<file path="config.mk">
export PLATFORM = sky130hd
export DESIGN_NAME = spd_eeprom_target
export DESIGN_NICKNAME = d
export VERILOG_FILES = /design/src/rtl/spd_pkg.sv /design/src/rtl/spd_bus_sync.sv /design/src/rtl/spd_mem.sv /design/src/rtl/spd_protect.sv /design/src/rtl/spd_eeprom_target.sv
export SDC_FILE = /design/constraint.sdc
export NUM_CORES = 2
export LEC_CHECK = 0
export BUFFER_PORTS_ARGS = -buffer_cell sky130_fd_sc_hd__buf_2
export CAP_MARGIN = 15
export CORE_ASPECT_RATIO = 0.8
export CORE_MARGIN = 2
export CORE_UTILIZATION = 64
export CTS_CLUSTER_DIAMETER = 150
export DETAILED_ROUTE_END_ITERATION = 10
export GPL_ROUTABILITY_DRIVEN = 1
export PLACE_DENSITY = 0.87
export REMOVE_ABC_BUFFERS = 1
export SYNTH_ARGS = -nofsm -noshare
export SYNTH_HDL_FRONTEND = slang
export SYNTH_SLANG_ARGS = --single-unit
export TNS_END_PERCENT = 10
</file>
<file path="constraint.sdc">
create_clock -name clk -period 3.97 [get_ports clk]
set_input_delay 0.1985 -clock clk [delete_from_list [all_inputs] [get_ports clk]]
set_output_delay 0.1985 -clock clk [all_outputs]
set_load 0.01 [all_outputs]
</file>
<file path="src/rtl/spd_pkg.sv">
package spd_pkg;
  typedef enum logic [2:0] {
    ST_IDLE, ST_DEV, ST_WORD, ST_DATA, ST_LOCKB, ST_TX, ST_HOLD
  } bus_state_t;

  localparam logic [3:0] CODE_MEM  = 4'b1010;
  localparam logic [3:0] CODE_LOCK = 4'b0110;

  // lower half guarded by the one-time flag, upper half by the pin
  function automatic logic write_allowed(input logic lock, input logic wp,
                                         input logic upper);
    return upper ? !wp : !lock;
  endfunction

  function automatic logic dev_hit(input logic [7:0] b, input logic [2:0] sel);
    logic sel_ok;
    sel_ok = (b[3:1] == sel);
    return sel_ok && ((b[7:4] == CODE_MEM) ||
                      ((b[7:4] == CODE_LOCK) && !b[0]));
  endfunction
endpackage

</file>
<file path="src/rtl/spd_bus_sync.sv">
module spd_bus_sync #(
  parameter int STAGES = 2
) (
  input  logic clk,
  input  logic rst_n,
  input  logic scl_i,
  input  logic sda_i,
  output logic sda_s,
  output logic scl_rise,
  output logic scl_fall,
  output logic start_ev,
  output logic stop_ev
);
  logic [STAGES-1:0] scl_sh, sda_sh;
  logic scl_s, scl_p, sda_p;

  always_ff @(posedge clk or negedge rst_n) begin
    if (!rst_n) begin
      scl_sh <= '1;
      sda_sh <= '1;
      scl_p  <= 1'b1;
      sda_p  <= 1'b1;
    end else begin
      scl_sh <= {scl_sh[STAGES-2:0], scl_i};
      sda_sh <= {sda_sh[STAGES-2:0], sda_i};
      scl_p  <= scl_s;
      sda_p  <= sda_s;
    end
  end

  assign scl_s    = scl_sh[STAGES-1];
  assign sda_s    = sda_sh[STAGES-1];
  assign scl_rise = scl_s & ~scl_p;
  assign scl_fall = ~scl_s & scl_p;
  assign start_ev = scl_s & scl_p & sda_p & ~sda_s;
  assign stop_ev  = scl_s & scl_p & ~sda_p & sda_s;
endmodule

</file>
<file path="src/rtl/spd_mem.sv">
module spd_mem #(
  parameter int AW = 8,
  parameter int DW = 8
) (
  input  logic          clk,
  input  logic          rst_n,
  input  logic          we,
  input  logic [AW-1:0] waddr,
  input  logic [DW-1:0] wdata,
  input  logic [AW-1:0] raddr,
  output logic [DW-1:0] rdata
);
  localparam int DEPTH = 1 << AW;
  logic [DW-1:0] cells [DEPTH];

  always_ff @(posedge clk or negedge rst_n) begin
    if (!rst_n) begin
      for (int i = 0; i < DEPTH; i++) cells[i] <= '1;
    end else if (we) begin
      cells[waddr] <= wdata;
    end
  end

  assign rdata = cells[raddr];
endmodule

</file>
<file path="src/rtl/spd_protect.sv">
module spd_protect
  import spd_pkg::*;
#(
  parameter int BUSY_CYCLES = 1000
) (
  input  logic clk,
  input  logic rst_n,
  input  logic commit_req,
  input  logic req_lock,
  input  logic req_upper,
  input  logic wp,
  output logic commit,
  output logic lock,
  output logic busy
);
  localparam int CW = $clog2(BUSY_CYCLES + 1);
  logic [CW-1:0] busy_cnt;

  assign commit = commit_req &&
                  (req_lock ? !lock : write_allowed(lock, wp, req_upper));
  assign busy   = (busy_cnt != '0);

  always_ff @(posedge clk or negedge rst_n) begin
    if (!rst_n) begin
      busy_cnt <= '0;
      lock     <= 1'b0;
    end else begin
      if (commit) busy_cnt <= CW'(BUSY_CYCLES);
      else if (busy) busy_cnt <= busy_cnt - 1'b1;
      if (commit && req_lock) lock <= 1'b1;
    end
  end

  p_lock_sticky_r8: assert property (@(posedge clk) disable iff (!rst_n)
    lock |=> lock);
  p_busy_cause_r10: assert property (@(posedge clk) disable iff (!rst_n)
    $rose(busy) |-> $past(commit));
  p_no_commit_busy_r7: assert property (@(posedge clk) disable iff (!rst_n)
    commit |-> !busy);
endmodule

</file>
<file path="src/rtl/spd_eeprom_target.sv">
module spd_eeprom_target
  import spd_pkg::*;
#(
  parameter int AW          = 8,
  parameter int DW          = 8,
  parameter int BUSY_CYCLES = 1000,
  parameter int SYNC_STAGES = 2
) (
  input  logic       clk,
  input  logic       rst_n,
  input  logic       scl_i,
  input  logic       sda_i,
  input  logic [2:0] sel_i,
  input  logic       wp_i,
  output logic       sda_oe_o
);
  localparam logic [3:0] ACK_BIT = 4'(DW);
  localparam logic [3:0] END_BIT = 4'(DW + 1);

  logic sda_s, scl_rise, scl_fall, start_ev, stop_ev;
  logic commit, lock, busy, mem_we, ack_now, dev_ack_ev;
  bus_state_t state;
  logic [3:0]    cnt;
  logic [DW-1:0] shreg, pend_data, rd_data;
  logic [AW-1:0] ptr, pend_addr;
  logic pend_valid, pend_lock, cur_rw, cur_lock, mnack, sda_oe_q;

  spd_bus_sync #(.STAGES(SYNC_STAGES)) sync_i (
    .clk(clk), .rst_n(rst_n), .scl_i(scl_i), .sda_i(sda_i), .sda_s(sda_s),
    .scl_rise(scl_rise), .scl_fall(scl_fall),
    .start_ev(start_ev), .stop_ev(stop_ev));

  spd_protect #(.BUSY_CYCLES(BUSY_CYCLES)) prot_i (
    .clk(clk), .rst_n(rst_n), .commit_req(stop_ev && pend_valid),
    .req_lock(pend_lock), .req_upper(pend_addr[AW-1]), .wp(wp_i),
    .commit(commit), .lock(lock), .busy(busy));

  spd_mem #(.AW(AW), .DW(DW)) mem_i (
    .clk(clk), .rst_n(rst_n), .we(mem_we), .waddr(pend_addr),
    .wdata(pend_data), .raddr(ptr), .rdata(rd_data));

  assign mem_we     = commit && !pend_lock;
  assign ack_now    = dev_hit(shreg[7:0], sel_i) && !busy;
  assign dev_ack_ev = (state == ST_DEV) && scl_fall && (cnt == ACK_BIT) && ack_now;
  assign sda_oe_o   = sda_oe_q;

  always_ff @(posedge clk or negedge rst_n) begin
    if (!rst_n) begin
      state <= ST_IDLE; cnt <= '0; shreg <= '0; ptr <= '0;
      pend_addr <= '0; pend_data <= '0; pend_valid <= 1'b0; pend_lock <= 1'b0;
      cur_rw <= 1'b0; cur_lock <= 1'b0; mnack <= 1'b0; sda_oe_q <= 1'b0;
    end else if (start_ev) begin
      state <= ST_DEV; cnt <= '0; pend_valid <= 1'b0; sda_oe_q <= 1'b0;
    end else if (stop_ev) begin
      state <= ST_IDLE; cnt <= '0; pend_valid <= 1'b0; sda_oe_q <= 1'b0;
    end else if (state != ST_IDLE && state != ST_HOLD) begin
      if (scl_rise) begin
        if (state == ST_TX) begin
          if (cnt == ACK_BIT) mnack <= sda_s;
        end else if (cnt < ACK_BIT) begin
          shreg <= {shreg[DW-2:0], sda_s};
        end
        cnt <= cnt + 4'd1;
      end
      if (scl_fall) begin
        unique case (state)
          ST_DEV: begin
            if (cnt == ACK_BIT) begin
              if (ack_now) begin
                sda_oe_q <= 1'b1;
                cur_rw   <= shreg[0];
                cur_lock <= (shreg[7:4] == CODE_LOCK);
              end else begin
                state <= ST_HOLD;
              end
            end else if (cnt == END_BIT) begin
              sda_oe_q <= 1'b0;
              cnt      <= '0;
              if (cur_lock) state <= ST_LOCKB;
              else if (cur_rw) begin
                state    <= ST_TX;
                sda_oe_q <= ~rd_data[DW-1];
              end else state <= ST_WORD;
            end
          end
          ST_WORD, ST_DATA, ST_LOCKB: begin
            if (cnt == ACK_BIT) begin
              sda_oe_q <= 1'b1;
              if (state == ST_WORD) ptr <= shreg[AW-1:0];
              if (state == ST_DATA) begin
                pend_addr <= ptr;
                pend_data <= shreg;
                ptr       <= ptr + 1'b1;
              end
              if (state != ST_WORD) begin
                pend_valid <= 1'b1;
                pend_lock  <= (state == ST_LOCKB);
              end
            end else if (cnt == END_BIT) begin
              sda_oe_q <= 1'b0;
              cnt      <= '0;
              state    <= (state == ST_WORD) ? ST_DATA : ST_HOLD;
            end
          end
          ST_TX: begin
            if (cnt == ACK_BIT) begin
              sda_oe_q <= 1'b0;
              ptr      <= ptr + 1'b1;
            end else if (cnt == END_BIT) begin
              if (mnack) state <= ST_HOLD;
              else begin
                cnt      <= '0;
                sda_oe_q <= ~rd_data[DW-1];
              end
            end else if (cnt != 4'd0) begin
              sda_oe_q <= ~rd_data[3'd7 - cnt[2:0]];
            end
          end
          default: ;
        endcase
      end
    end
  end

  p_idle_quiet_r1: assert property (@(posedge clk) disable iff (!rst_n)
    (state == ST_IDLE || state == ST_HOLD) |-> !sda_oe_o);
  p_commit_at_stop_r3: assert property (@(posedge clk) disable iff (!rst_n)
    mem_we |-> stop_ev);
  p_busy_deaf_r7: assert property (@(posedge clk) disable iff (!rst_n)
    busy |-> !dev_ack_ev);
  p_lock_guard_r8: assert property (@(posedge clk) disable iff (!rst_n)
    (mem_we && lock) |-> pend_addr[AW-1]);
  p_wp_guard_r9: assert property (@(posedge clk) disable iff (!rst_n)
    (mem_we && wp_i) |-> !pend_addr[AW-1]);
endmodule

</file>
-- Word level (Yosys, flattened, before mapping)
Cells that the tools add are included.
- register bits after elaboration: 2110
- input bits: 8
- output and inout port bits: 1
- word-level logic and storage cells: 431
- add/subtract/negate cells: 4
- magnitude comparators: 5
- eq/ne operators: 26
- multiplexer cells: 67
- bitwise operators: 18
- reductions and logical operators: 37
- operator list (cell ; number):
    2048-bit bitwise mux ; 1
    8-bit binary-select mux with 8-bit select ; 1
    8-bit demux with 8-bit select ; 1
    8-bit 2-to-1 mux ; 7
    3-bit 2-to-1 mux ; 15
    4-bit 2-to-1 mux ; 10
    1-bit 2-to-1 mux ; 25
    7-bit AND reduction ; 3
    10-bit 2-to-1 mux ; 2
    9-bit >= comparator (second input constant) ; 2
    8-bit inverter with 9-bit output ; 2
    3-bit nonzero test ; 6
    4-bit inequality test (second input constant) ; 4
    8-bit one-hot mux with 2 select lines ; 1
    8-bit AND reduction ; 2
    5-bit inequality test (second input constant) ; 3
    4-bit == test (second input constant) ; 3
    6-bit AND reduction ; 2
    10-bit AND reduction ; 1
    10-bit nonzero test ; 1
    10-bit by 1-bit subtractor with 10-bit output (second input constant) ; 1
    1-bit logical AND ; 9
    9-bit by 1-bit less-than comparator with 1-bit output (second input constant) ; 1
    1-bit inverter ; 9
    30 further kinds ; 45

-- Longest topological paths before layout
- word-level depth: 15
- mapped depth: 15
- depth with buffers taken out: 11

-- Cells and area by module
Synthesis repeated with hierarchy kept, for this count alone.
- cell total of the unflattened synthesis: 6383
- area total of the unflattened synthesis: 99419.1 µm²
- by module, submodules not included (module ; times used ; cells an instance ; area each (µm²) ; sequential area each (µm²)):
    spd_mem ; 1 ; 6068 ; 95977.0 ; 53811.6
    spd_eeprom_target ; 1 ; 242 ; 2631.3 ; 1126.1
    spd_protect ; 1 ; 63 ; 620.6 ; 275.3
    spd_bus_sync ; 1 ; 10 ; 190.2 ; 157.7

-- Least setup slack after synthesis
Ideal clock, no wire load.
- path type: register to register
- start: reg prot_i.busy_cnt[0]
- end: reg sda_oe_q (netlist: sda_oe_o)
- arrival time: 2.680 ns
- data required time: 3.834 ns
- path slack: 1.153 ns
- cell stages (with the launch flop): 12
- buffers on the path: 0
- period minus slack after synthesis: 2.817 ns
- path through: dfrtp_1 inv_1 ha_1 or3b_1 nand2b_1 or4_1 nor3_1 o21ai_0 mux2i_1 nor2_1 nor4_1 a211oi_2
- word-level cells in the longest chain between the ends: 5
- ends and longest elaborated chain (item ; RTL line ; source):
    from (decl) ; spd_protect.sv:17 ; logic [CW-1:0] busy_cnt;
    from (signal assigned) ; spd_protect.sv:28 ; if (commit) busy_cnt <= CW'(BUSY_CYCLES);
    from (signal assigned) ; spd_protect.sv:29 ; else if (busy) busy_cnt <= busy_cnt - 1'b1;
    10-bit nonzero test ; spd_protect.sv:21 ; assign busy = (busy_cnt != '0);
    1-bit logical NOT ; spd_eeprom_target.sv:43 ; assign ack_now = dev_hit(shreg[7:0], sel_i) && !busy;
    1-bit logical AND ; spd_eeprom_target.sv:43 ;
    5-bit inequality test (no line) ; -- ;
    8-bit AND reduction (no line) ; -- ;
    to (signal assigned) ; spd_eeprom_target.sv:82 ; sda_oe_q <= ~rd_data[DW-1];
    to (signal assigned) ; spd_eeprom_target.sv:113 ; sda_oe_q <= ~rd_data[DW-1];
    to (signal assigned) ; spd_eeprom_target.sv:116 ; sda_oe_q <= ~rd_data[3'd7 - cnt[2:0]];
    to (decl) ; spd_eeprom_target.sv:26 ; logic pend_valid, pend_lock, cur_rw, cur_lock, mnack, sda_oe_q;
No other way between the ends.
A chain may end at the register's enable or synchronous reset.

-- Final worst setup path
- start: reg ptr[2]
- end: reg sda_oe_q (netlist: sda_oe_o)
- word-level cells in the longest chain between the ends: 15
- elaborated cells between the ends (all ways): 21
- ends and longest elaborated chain (item ; RTL line ; source):
    from (decl) ; spd_eeprom_target.sv:25 ; logic [AW-1:0] ptr, pend_addr;
    from (signal assigned) ; spd_eeprom_target.sv:89 ; if (state == ST_WORD) ptr <= shreg[AW-1:0];
    from (signal assigned) ; spd_eeprom_target.sv:93 ; ptr <= ptr + 1'b1;
    from (signal assigned) ; spd_eeprom_target.sv:108 ; ptr <= ptr + 1'b1;
    8-bit inverter with 9-bit output (not written as such) (*) ; spd_mem.sv:24 ; assign rdata = cells[raddr];
    8-bit binary-select mux with 8-bit select (*) ; spd_mem.sv:24 ;
    8-bit 2-to-1 mux (not written as such) (*) (2 in a row) ; spd_mem.sv:24 ;
    1-bit binary-select mux with 3-bit select ; spd_eeprom_target.sv:116 ;
    1-bit 2-to-1 mux (not written as such) ; spd_eeprom_target.sv:116 ;
    1-bit inverter ; spd_eeprom_target.sv:116 ;
    1-bit 2-to-1 mux ; spd_eeprom_target.sv:115 ; end else if (cnt != 4'd0) begin
    1-bit 2-to-1 mux ; spd_eeprom_target.sv:109 ; end else if (cnt == END_BIT) begin
    1-bit 2-to-1 mux ; spd_eeprom_target.sv:106 ; if (cnt == ACK_BIT) begin
    1-bit one-hot mux with 3 select lines (*) ; spd_eeprom_target.sv:66 ; unique case (state)
    1-bit 2-to-1 mux (*) ; spd_eeprom_target.sv:65 ; if (scl_fall) begin
    1-bit 2-to-1 mux (*) ; spd_eeprom_target.sv:56 ; end else if (state != ST_IDLE && state != ST_HOLD) begin
    1-bit 2-to-1 mux (*) ; spd_eeprom_target.sv:54 ; end else if (stop_ev) begin
    1-bit 2-to-1 mux (*) ; spd_eeprom_target.sv:52 ; end else if (start_ev) begin
Every way passes the cells marked *; elsewhere a longest branch is shown, timed or not. The select of a mux whose other input is x is not followed.

==> results.cfg <==
[pwr]
power_uw = 41800
ir_drop_mv = 0.456
leakagePower_uw = 0.0434
power-per-cell-area_mw_per_mm2 = 381

[setup_path]
critPathCaptureType = flop
crit_type = flop to flop
ff2ff_path_depth = 10
crit_arrival_ns = 4.64
reg2reg_to = sda_oe_o$_DFFE_PN0P_
cp.required_ns = 4.70
critPathLaunchType = flop
r2r-start = ptr[2]$_DFFE_PN0P_
reg2reg_slack_ns = 0.06
cp_max_fo = 22

[yosys]
synth_cell_types = 78
syn-cell-area_sq_mm = 0.0999
synth_area_leaders = dfstp_2 (54%), mux2_2 (16%), mux4_2 (8.8%)
ys_seq_area_share_pct = 55.4
synth-simple-area-share_pct = 2.98
syn_avg_cell_area_sq_um = 15.3
synth-adder-area-share_pct = 0.0626
synth_compound_area_share_pct = 3.46
syn-instance-count = 6518
synthMuxAreaShare_pct = 35.2
ys_async_sr_fraction_pct = 100
synth_xor_area_share_pct = 0.0876
synth_ff_type = dfstp_2
ys_warn_count = 0
synth_top_family_by_area = multiplexers
synth_edf_count = 0
yosys_register_bits = 2110
yosysTopAreaCell = dfstp_2
synth_top_area_share_pct = 54.0

[placement]
numPortBuffers = 8
hpwlAfterDp_microns = 176000
gp_congestion = 0.939
placed_area_sq_mm = 0.103

[global_routing]
grt_max_degree = 190
grt_usage_pct = 35.3
grt-ovfl-total = 0
grt_pass1_vias = 63400
grt_pass1_wl_microns = 420000
antenna_found_initial = 9

[finish]
regArea_sq_mm = 0.0554
final_common_cell = dfstp_2
final_area_sq_mm = 0.110
nNetsFinal = 6502
multi_input_area_sq_mm = 0.0420
fill_cells = 9217
final_cell_mix = dfstp_2 (2054), mux2_2 (1436), mux2_1 (637)
area_growth_pct = 9.65
final_layout_size_suffix_gt1_share_pct = 67.9

[timing]
rsz0062_at_grt = false
slew-limit-headroom_pct = 13.4
finalCriticalPeriod_ns = 3.91
period_share_pct = 98.5
drv_slew = 0
tightest_slew_ns = 1.30
fmax_mhz = 256
finClkSkew_ns = 0.0362
hold_violations = 0
setup_viol_count_final = 0

[clock_network]
cts_tree = yes
clock_latency_ns = 0.86
htree_levels = 4
clk_path_buf_depth = 3
cts_setup_buffers = 0
cts_buffers = 196
clock_sinks = 2110
clk_pin_slew_ns = 0.07
ctsRootBufferMaster = clkbuf_16

[floorplanning]
io_pins = 9
die_area_sq_mm = 0.159
core_area_sq_mm = 0.155
die_h_microns = 357
rows = 129
start_util_pct = 64.6
die_w_microns = 446

[worst_hold_path]
worstHoldStart = sel_i[2]
min_path_cells = 6
hold_path_end = cur_rw$_DFFE_PN0P_
hp-class = primary input to flop

[routing]
ant_nets = 0
vias = 61200
drt_wl_total_microns = 279000
viasPerCell = 7.04
drt_iter0_markers = 6846
drcViolationCount = 0
wire_per_inst_microns = 32.1
firstDrtPassIters = 6

[status]
status = finished clean

[run]
maxCapViolations = 0
cell usage after synthesis (all sizes together), types with 5 or more instances:
cell type	n
a2111oi	13
a211oi	19
a21oi	110
a221oi	6
a22o	7
a22oi	34
a31oi	9
and2	25
and3	5
buf	165
clkbuf	331
dfrtp	56
dfstp	2054
ha	5
inv	9
mux2	2073
mux2i	303
mux4	392
nand2	332
nand2b	20
nand3	17
nand3b	8
nand4	12
nor2	96
nor2b	16
nor3	52
nor4	28
o211ai	8
o21a	5
o21ai	43
o221ai	122
o22ai	63
o31ai	10
o32ai	5
or3	7
xnor2	8
how the worst max path moves through the flow:
| stage | start | end | slack, ns | cells past startpoint |
|---|---|---|---|---|
| after floorplan | ptr[0]$_DFFE_PN0P_ | sda_oe_o$_DFFE_PN0P_ | -22.60 | 9 |
| after global placement | ptr[0]$_DFFE_PN0P_ | sda_oe_o$_DFFE_PN0P_ | -0.04 | 11 |
| after detailed placement | ptr[0]$_DFFE_PN0P_ | sda_oe_o$_DFFE_PN0P_ | -0.11 | 11 |
| after CTS | ptr[0]$_DFFE_PN0P_ | sda_oe_o$_DFFE_PN0P_ | 0.13 | 11 |
| after global routing | ptr[0]$_DFFE_PN0P_ | sda_oe_o$_DFFE_PN0P_ | 0.0003 | 11 |
| final | ptr[2]$_DFFE_PN0P_ | sda_oe_o$_DFFE_PN0P_ | 0.06 | 10 |
power breakdown:
group / internal (uW) / leakage [uW] / switching [uW] / total [uW]
combinational: 94.7 / 0.0183 / 476 / 570
sequential: 21600 / 0.0219 / 48.1 / 21700
clock: 11100 / 0.00325 / 8360 / 19500
sequential cells by signal (all words and copies together), names as in the netlist, 2 cells and up:
register         count
mem_i.cells       2048
prot_i.busy_cnt     10
pend_addr            8
pend_data            8
ptr                  8
shreg                8
cnt                  4
state                3
sync_i.scl_sh        2
sync_i.sda_sh        2
layout make-up:
cell class / count / area share, %
Tap cell: 2030 / 2.32
Clock buffer: 310 / 5.40
Multi-Input combinational cell: 3902 / 38.3
Inverter: 10 / 0.0411
Timing Repair Buffer: 269 / 2.67
Clock inverter: 53 / 0.660
Antenna cell: 6 / 0.0137
Sequential cell: 2110 / 50.6
routing by layer:
layer  GRT usage, %  vias up  share of wire (%)
met1           49.1    32700                 40
met4           14.7       16                4.7
li1               -    24400                  -
met2           51.7     3300                 44
met5              0        -              0.039
met3           11.2      800                 11
worst max-delay path, cell delays in order, from the launching register on:
cell      delay (ns)
dfrtp_4         0.70
nand2b_4        0.39
buf_12          0.30
o221ai_1        0.28
a21oi_1         0.09
o32ai_1         0.90
o21ai_1         0.35
nand4_1         0.21
nor4_1          0.07
nor4_1          0.32
a211oi_2        0.12
logic make-up (layout without fill, tap and decap cells):
family	after synthesis	count (layout)
mux	2768	2768
flops	2110	2110
simple gates	635	635
buf+inv	506	642
compound gates	484	484
xor+xnor	10	10
fa+ha+maj	5	5
other cells	0	6
what timing repair did:
item / CTS / global route
cloned: 0 / 0
endpoints found under the setup margin: 1 / 1
endpoints found under the hold margin: 145 / 0
hold buffers: 9 / 0
gates resized for setup: 2 / 8
stage by stage:
stage | util, % | TNS, ns | cells | hold slack [ns] | setup WS, ns
2_1_floorplan | - | -207.36 | 6022 | -0.0971 | -22.60
3_3_place_gp | 66.4 | -0.0433 | 8312 | 0.194 | -0.0433
3_5_place_dp | 66.4 | -0.107 | 8312 | 0.197 | -0.107
4_1_cts | 70.8 | 0 | 8684 | 0.0164 | 0.129
5_1_grt | 70.8 | 0 | 8684 | 0.0965 | 0.000311
6_report | 70.8 | 0 | 8690 | 0.0927 | 0.0586
Power figures use the tool's default switching activity.
